==> config.mk <==
export PLATFORM = sky130hd
export DESIGN_NAME = ssref_seq
export DESIGN_NICKNAME = d
export VERILOG_FILES = /design/src/rtl/ssref_pkg.sv /design/src/rtl/ssref_therm_latch.sv /design/src/rtl/ssref_cycle_counter.sv /design/src/rtl/ssref_seq.sv
export SDC_FILE = /design/constraint.sdc
export NUM_CORES = 1
export LEC_CHECK = 0
export ABC_AREA = 1
export BUFFER_PORTS_ARGS = -buffer_cell sky130_fd_sc_hd__buf_2
export CORE_MARGIN = 1
export CORE_UTILIZATION = 35
export CTS_BUF_LIST = sky130_fd_sc_hd__clkbuf_8 sky130_fd_sc_hd__clkbuf_16
export CTS_CLUSTER_SIZE = 20
export DETAILED_ROUTE_END_ITERATION = 12
export SYNTH_ARGS = -nofsm -noshare
export SYNTH_HDL_FRONTEND = slang
export SYNTH_HIERARCHICAL = 1
export SYNTH_SLANG_ARGS = --single-unit
==> constraint.sdc <==
create_clock -name clk -period 2.79 [get_ports clk]
set_input_delay 0.1395 -clock clk [delete_from_list [all_inputs] [get_ports clk]]
set_output_delay 0.1395 -clock clk [all_outputs]
set_load 0.01 [all_outputs]
==> src/rtl/ssref_pkg.sv <==
package ssref_pkg;

    typedef enum logic [1:0] {
        SS_IDLE = 2'd0,
        SS_RAMP = 2'd1,
        SS_DONE = 2'd2,
        SS_HOLD = 2'd3
    } ss_state_e;

endpackage

==> src/rtl/ssref_therm_latch.sv <==
module ssref_therm_latch (
    input  logic clk,
    input  logic rst_n,
    input  logic fault_in,
    input  logic clear_in,
    output logic latched_q
);

    logic latch_d, latch_q;

    always_comb begin
        latch_d = latch_q;
        if (fault_in) begin
            latch_d = 1'b1;
        end else if (clear_in) begin
            latch_d = 1'b0;
        end
    end

    always_ff @(posedge clk or negedge rst_n) begin
        if (!rst_n) begin
            latch_q <= 1'b0;
        end else begin
            latch_q <= latch_d;
        end
    end

    assign latched_q = latch_q;

    // a fault sample is always remembered
    a_r10_fault_latched: assert property (@(posedge clk) disable iff (!rst_n)
        fault_in |=> latched_q);

    // clear is ignored while the fault input is still high
    a_r10_clear_blocked: assert property (@(posedge clk) disable iff (!rst_n)
        (fault_in && clear_in) |=> latched_q);

endmodule

==> src/rtl/ssref_cycle_counter.sv <==
module ssref_cycle_counter #(
    parameter int W = 11
) (
    input  logic         clk,
    input  logic         rst_n,
    input  logic         clr,
    input  logic         inc,
    output logic [W-1:0] count_q
);

    logic [W-1:0] cnt_d, cnt_q;

    always_comb begin
        cnt_d = cnt_q;
        if (clr) begin
            cnt_d = '0;
        end else if (inc) begin
            cnt_d = cnt_q + W'(1);
        end
    end

    always_ff @(posedge clk or negedge rst_n) begin
        if (!rst_n) begin
            cnt_q <= '0;
        end else begin
            cnt_q <= cnt_d;
        end
    end

    assign count_q = cnt_q;

    // the tick count only advances by one or returns to zero
    a_r3_count_step: assert property (@(posedge clk) disable iff (!rst_n)
        (count_q != '0) |-> (count_q == $past(count_q) || count_q == $past(count_q) + W'(1)));

    // without an increment request the count cannot grow
    a_r3_count_needs_inc: assert property (@(posedge clk) disable iff (!rst_n)
        (!inc && !clr) |=> $stable(count_q));

endmodule

==> src/rtl/ssref_seq.sv <==
module ssref_seq
    import ssref_pkg::*;
#(
    parameter int CODE_W    = 6,
    parameter int STEP_LOG2 = 5
) (
    input  logic              clk,
    input  logic              rst_n,
    input  logic              sw_tick,
    input  logic              inhibit,
    input  logic              uv_good,
    input  logic              therm_fault,
    input  logic              therm_clear,
    input  logic              hiccup_req,
    output logic [CODE_W-1:0] ref_code,
    output logic              ss_active,
    output logic              ss_done
);

    localparam int              CNT_W    = CODE_W + STEP_LOG2;
    localparam logic [CODE_W-1:0] CODE_MAX = '1;

    typedef struct packed {
        ss_state_e         state;
        logic [CODE_W-1:0] code;
    } ctl_t;

    ctl_t             ctl_d, ctl_q;
    logic             therm_hold;
    logic             run_ok;
    logic             cnt_clr, cnt_inc;
    logic [CNT_W-1:0] cnt_q;
    logic             step_end, hold_end;

    ssref_therm_latch u_therm (
        .clk       (clk),
        .rst_n     (rst_n),
        .fault_in  (therm_fault),
        .clear_in  (therm_clear),
        .latched_q (therm_hold)
    );

    ssref_cycle_counter #(.W(CNT_W)) u_cnt (
        .clk     (clk),
        .rst_n   (rst_n),
        .clr     (cnt_clr),
        .inc     (cnt_inc),
        .count_q (cnt_q)
    );

    assign run_ok   = !inhibit && uv_good && !therm_fault && !therm_hold;
    assign step_end = &cnt_q[STEP_LOG2-1:0];
    assign hold_end = &cnt_q;

    always_comb begin
        ctl_d   = ctl_q;
        cnt_clr = 1'b0;
        cnt_inc = 1'b0;
        if (!run_ok) begin
            ctl_d.state = SS_IDLE;
            ctl_d.code  = '0;
            cnt_clr     = 1'b1;
        end else begin
            case (ctl_q.state)
                SS_IDLE: begin
                    ctl_d.state = SS_RAMP;
                    ctl_d.code  = '0;
                    cnt_clr     = 1'b1;
                end
                SS_RAMP: begin
                    if (sw_tick) begin
                        cnt_inc = 1'b1;
                        if (step_end) begin
                            ctl_d.code = ctl_q.code + CODE_W'(1);
                            if (ctl_q.code + CODE_W'(1) == CODE_MAX) begin
                                ctl_d.state = SS_DONE;
                                cnt_clr     = 1'b1;
                            end
                        end
                    end
                end
                SS_DONE: begin
                    cnt_clr = 1'b1;
                    if (hiccup_req) begin
                        ctl_d.state = SS_HOLD;
                        ctl_d.code  = '0;
                    end
                end
                SS_HOLD: begin
                    ctl_d.code = '0;
                    if (sw_tick) begin
                        if (hold_end) begin
                            ctl_d.state = SS_RAMP;
                            cnt_clr     = 1'b1;
                        end else begin
                            cnt_inc = 1'b1;
                        end
                    end
                end
                default: begin
                    ctl_d.state = SS_IDLE;
                    ctl_d.code  = '0;
                    cnt_clr     = 1'b1;
                end
            endcase
        end
    end

    always_ff @(posedge clk or negedge rst_n) begin
        if (!rst_n) begin
            ctl_q <= '{state: SS_IDLE, code: '0};
        end else begin
            ctl_q <= ctl_d;
        end
    end

    assign ref_code  = ctl_q.code;
    assign ss_active = (ctl_q.state == SS_RAMP);
    assign ss_done   = (ctl_q.state == SS_DONE);

    // a nonzero code change needs a tick on that edge
    a_r3_tick_only: assert property (@(posedge clk) disable iff (!rst_n)
        (ref_code != '0 && !$stable(ref_code)) |-> $past(sw_tick));

    // the code climbs by at most one per edge
    a_r4_unit_step: assert property (@(posedge clk) disable iff (!rst_n)
        (ref_code != '0) |-> (ref_code == $past(ref_code) || ref_code == $past(ref_code) + CODE_W'(1)));

    // the two flags are never high together
    a_r4_flags_exclusive: assert property (@(posedge clk) disable iff (!rst_n)
        !(ss_active && ss_done));

    // done implies full scale
    a_r4_done_full: assert property (@(posedge clk) disable iff (!rst_n)
        ss_done |-> (ref_code == CODE_MAX));

    // regulation persists without a disturbance
    a_r5_done_holds: assert property (@(posedge clk) disable iff (!rst_n)
        (ss_done && run_ok && !hiccup_req) |=> (ss_done && ref_code == CODE_MAX));

    // hiccup in regulation zeroes the reference at once
    a_r6_hiccup_zero: assert property (@(posedge clk) disable iff (!rst_n)
        (ss_done && run_ok && hiccup_req) |=> (ref_code == '0 && !ss_done && !ss_active));

    // inhibit forces the idle zero state
    a_r8_inhibit_zero: assert property (@(posedge clk) disable iff (!rst_n)
        inhibit |=> (ref_code == '0 && !ss_active && !ss_done));

    // undervoltage forces the idle zero state
    a_r9_uv_zero: assert property (@(posedge clk) disable iff (!rst_n)
        !uv_good |=> (ref_code == '0 && !ss_active && !ss_done));

    // a thermal fault forces the idle zero state
    a_r10_therm_zero: assert property (@(posedge clk) disable iff (!rst_n)
        therm_fault |=> (ref_code == '0 && !ss_active && !ss_done));

endmodule

==> results list <==
- Status: complete, no violations
- The floorplan has 22 rows.
- The area growth from synthesis to layout is 9.69%.
- Largest clock skew in the final design: 3.69 ps
- The number of global-route vias before repair is 1,060.
- The worst hold path passes through 3 cells.
- The die covers 4280 µm².
* Vias/cell: 4.66
- Drt pass-1 iters: 5
- Highest-count cells in the layout ignoring fill and taps: 48 x sky130_fd_sc_hd__nand2_1, 29 x sky130_fd_sc_hd__inv_1, 20 x sky130_fd_sc_hd__dfrtp_1
- Synthesized area per cell: 7.37 µm²
- Detail-routed net length per standard cell: 10.5 µm
- STA classifies the critical path startpoint as a register.
- Buffers placed on the I/O ports in this run total 15.
- CTS sink cnt: 20
- The post-route netlist has 18.2% of its cells at a drive strength greater than 1.
- The worst setup path is of the register to register kind.
- Starting DRT DRC Count: 57
* GPL Wtd Cong: 0.790
- In the post-route analysis, the smallest setup slack over all paths is 729 ps.
- Type of the tightest min-delay check: input pin to register
* Largest net degree at the start of global routing: 21
- First-pass GRT wire length: 4.67 mm
* Detail Placement HPWL: 2.01 mm
- Max_cap viols: 0
- Sequence of cells on the critical path: ha_1, nand3_1, nand2_1, nand2_1, nor2_1, nand4_1, nand2_1, nand2_1, nand2_1, nor2_4, nor2_1, nand3b_1, nand2_1, nand2_1, nand2_1, inv_1
* Commonest non-fill, non-tap cell in the layout: sky130_fd_sc_hd__nand2_1
- Vertical die dimension: 65.4 µm
- Number of failing hold endpoints at the final stage: 0
- Buf+Inv Stages, Crit Path: 1
* Number of cell instances on the worst register-to-register path: 16
- Initial antenna violation count: 0
- After clock tree synthesis, the setup repair step added 0 buffers.
- Once detail routing completed, the nets flagged for antenna violations numbered 0.
- Sum of negative setup slack: 0 ps
- Peak clock frequency supported by timing: 0.485 GHz
- CTS built an H-tree with a depth of 1.
* Unrepaired setup endpoints after global routing: false
* Setup-violating endpoint count in the final report: 0
* Worst path top cell family by delay: simple AND/OR/NAND/NOR gates
- Latest clock arrival within the worst-skew pair: 260 ps
- Total standard cell area after synthesis: 1410 µm²
- The floorplan step set the die width to 65.4 µm.
- Core Footprint: 3770 µm²
- Area fraction of the dominant cell type after synthesis: 35.6%
* Number of warnings reported in the yosys synthesis log: 6
* Layout fillers: 379
- At the pin with the least slew margin, the transition time is 477 ps.
- 0 antenna diodes ended up in the layout.
- DRC: 0
- The initial utilization of the core area, before any placement, comes to 37.3%.
* Slack of the worst reg-to-reg path: 730 ps
* Delay contributed by the slowest stage of the critical path: 430 ps
* Total power of the final layout: 0.510 mW
* Post-Route Hold Slack: 85.0 ps
* Shortest period the worst path allows: 2060 ps
- Area of combinational cells with multiple inputs: 744 µm²
- Hold wc startpoint: therm_fault
* Pre-CTS setup slack: 760 ps
- Critical path data required time: 2950 ps
* Power density cells: 330 nW/µm²
- Post-CTS repair changed the size of 0 cells.
- TritonCTS built the clock tree.
- Counting every instance in the synthesized netlist gives 191.
* Via count: 1,169
* Slowest cell on the critical path: sky130_fd_sc_hd__dfrtp_1
- Once layout is complete, the cells apart from fillers number 251.
- Number of nets in the synthesized netlist: 207
* Static Leakage: 0.747 nW
- Worst rel slew slack: 68.2%
- For the worst setup path, the data arrival time is 2220 ps.
* Hold EP: u_therm/latched_q$_DFFE_PN0P_
- Cts-stage hold buffer count: 1
* Number of buffers created by CTS: 3
* Clock Tree Buf Depth: 2
- I/O Pins: 16
- Critical path's most frequent cell: sky130_fd_sc_hd__nand2_1
* GRT Total Usage: 14.4%
- Leading area contributor after synthesis: sky130_fd_sc_hd__dfrtp_1
- Count of unique library cells instantiated by Yosys: 27
- The final layout contains routed wiring with a total length of 2.64 mm.
- Register cell area after layout: 500 µm²
- The final number of max-transition violations came to 0.
- Peak fanout along the critical path: 7
* Top cells by area, synth: sky130_fd_sc_hd__dfrtp_1 36%, sky130_fd_sc_hd__nand2_1 13%, sky130_fd_sc_hd__inv_1 7.7%, sky130_fd_sc_hd__ha_1 7.1%, sky130_fd_sc_hd__nand3_1 5.3%
- The worst register-to-register path ends at u_cnt/count_q[9]$_DFFE_PN0P_.
- Once placement completed, the tool counted placed cells totaling 247.
- Endpoint type of the worst setup path: register
- Share of the clock period used by the worst path: 73.9%
* Post-layout net count: 221
- Clock-pin slew was measured on the worst setup and hold paths at 80 ps.
- Synthesized flop and latch total: 20
- The worst register-to-register path begins at ref_code[1]$_DFFE_PN0P_.
* Total congestion overflow after global routing: 0
- VDD sags by at most 0.167 mV.
- Summing the sequential cell areas from Yosys gives 35.6% of the chip area.
- CTS Root Buffer Type: sky130_fd_sc_hd__clkbuf_8
[metrics by stage]
step,utilization (%),cell area [µm²]
2_1_floorplan,-,1410
3_3_place_gp,39.6,1490
3_5_place_dp,39.6,1490
4_1_cts,40.9,1540
5_1_grt,40.9,1540
6_report,40.9,1540
[routing by layer]
| metal | vias to the layer above | share of wire, % | global-route usage (%) |
|---|---|---|---|
| met3 | 4 | 3.4 | 2.08 |
| met1 | 525 | 53 | 21.2 |
| met2 | 21 | 42 | 20.7 |
| li1 | 619 | - | - |
| met5 | - | 0 | 0 |
| met4 | 0 | 1.6 | 5.71 |
[cell type report]
| class | instances | area share, % |
|---|---|---|
| multi-input cells | 134 | 48.2 |
| well taps | 48 | 3.89 |
| inverters | 30 | 7.29 |
| clock buffers | 3 | 2.67 |
| flip-flops and latches | 20 | 32.4 |
| repair buffers | 16 | 5.51 |
[cell usage after synthesis]
cell type,n
sky130_fd_sc_hd__nor2_1,18
sky130_fd_sc_hd__o31ai_1,2
sky130_fd_sc_hd__nor2_4,2
sky130_fd_sc_hd__o21ai_2,1
sky130_fd_sc_hd__xor2_1,1
sky130_fd_sc_hd__or2_1,1
sky130_fd_sc_hd__o21bai_1,1
sky130_fd_sc_hd__nand2_1,48
sky130_fd_sc_hd__nand3_2,3
sky130_fd_sc_hd__inv_2,1
sky130_fd_sc_hd__buf_4,6
sky130_fd_sc_hd__inv_1,29
sky130_fd_sc_hd__nand2_4,1
sky130_fd_sc_hd__dfrtp_1,20
sky130_fd_sc_hd__nor3_1,1
sky130_fd_sc_hd__nor2_2,5
sky130_fd_sc_hd__nand3_1,15
sky130_fd_sc_hd__nand3b_1,1
sky130_fd_sc_hd__buf_2,1
sky130_fd_sc_hd__nor2_8,1
sky130_fd_sc_hd__nand3_4,1
sky130_fd_sc_hd__a21oi_1,6
sky130_fd_sc_hd__nand2_2,4
sky130_fd_sc_hd__nand4_1,4
sky130_fd_sc_hd__ha_1,8
sky130_fd_sc_hd__o21ai_1,7
sky130_fd_sc_hd__o21ai_0,3
[worst max path at each step]
stage / startpoint / endpoint / slack [ps] / cells past startpoint
final: ref_code[1]$_DFFE_PN0P_ / u_cnt/count_q[9]$_DFFE_PN0P_ / 730 / 16
after global routing: ref_code[1]$_DFFE_PN0P_ / u_cnt/count_q[5]$_DFFE_PN0P_ / 500 / 14
after CTS: ref_code[1]$_DFFE_PN0P_ / u_cnt/count_q[9]$_DFFE_PN0P_ / 730 / 16
after detailed placement: ref_code[1]$_DFFE_PN0P_ / u_cnt/count_q[9]$_DFFE_PN0P_ / 760 / 16
after global placement: ref_code[1]$_DFFE_PN0P_ / u_cnt/count_q[5]$_DFFE_PN0P_ / 770 / 14
after floorplan: ctl_q[7]$_DFFE_PN0P_ / u_cnt/count_q[5]$_DFFE_PN0P_ / 890 / 11
[state kept, by name (all words and copies together) (netlist names)]
| register | cells |
|---|---|
| ref_code | 6 |
| ctl_q | 2 |
| u_cnt/count_q | 11 |
| u_therm/latched_q | 1 |
[power breakdown]
| part | switching, mW | internal [mW] | leakage (nW) |
|---|---|---|---|
| combinational | 0.0141 | 0.00752 | 0.449 |
| clock | 0.0998 | 0.0963 | 0.0216 |
| sequential | 0.00127 | 0.291 | 0.276 |
[worst register-to-register path: stages, from the launching register on]
cell and delay [ps]:
sky130_fd_sc_hd__dfrtp_1 430, sky130_fd_sc_hd__ha_1 230, sky130_fd_sc_hd__nand3_1 90, sky130_fd_sc_hd__nand2_1 70
sky130_fd_sc_hd__nand2_1 70, sky130_fd_sc_hd__nor2_1 160, sky130_fd_sc_hd__nand4_1 100, sky130_fd_sc_hd__nand2_1 70
sky130_fd_sc_hd__nand2_1 50, sky130_fd_sc_hd__nand2_1 140, sky130_fd_sc_hd__nor2_4 90, sky130_fd_sc_hd__nor2_1 120
sky130_fd_sc_hd__nand3b_1 110, sky130_fd_sc_hd__nand2_1 90, sky130_fd_sc_hd__nand2_1 50, sky130_fd_sc_hd__nand2_1 60
sky130_fd_sc_hd__inv_1 40
[cells by family after synthesis]
family | after synthesis | synth area share [%]
adders and majority gates | 8 | 7.11
xor gates and xnor gates | 1 | 0.622
DFF | 20 | 35.6
buffers and inverters | 37 | 11.6
and+or+nand+nor | 105 | 37.2
AOI/OAI and AO/OA | 20 | 7.91
Note: power is estimated with default switching activity, not from simulation.
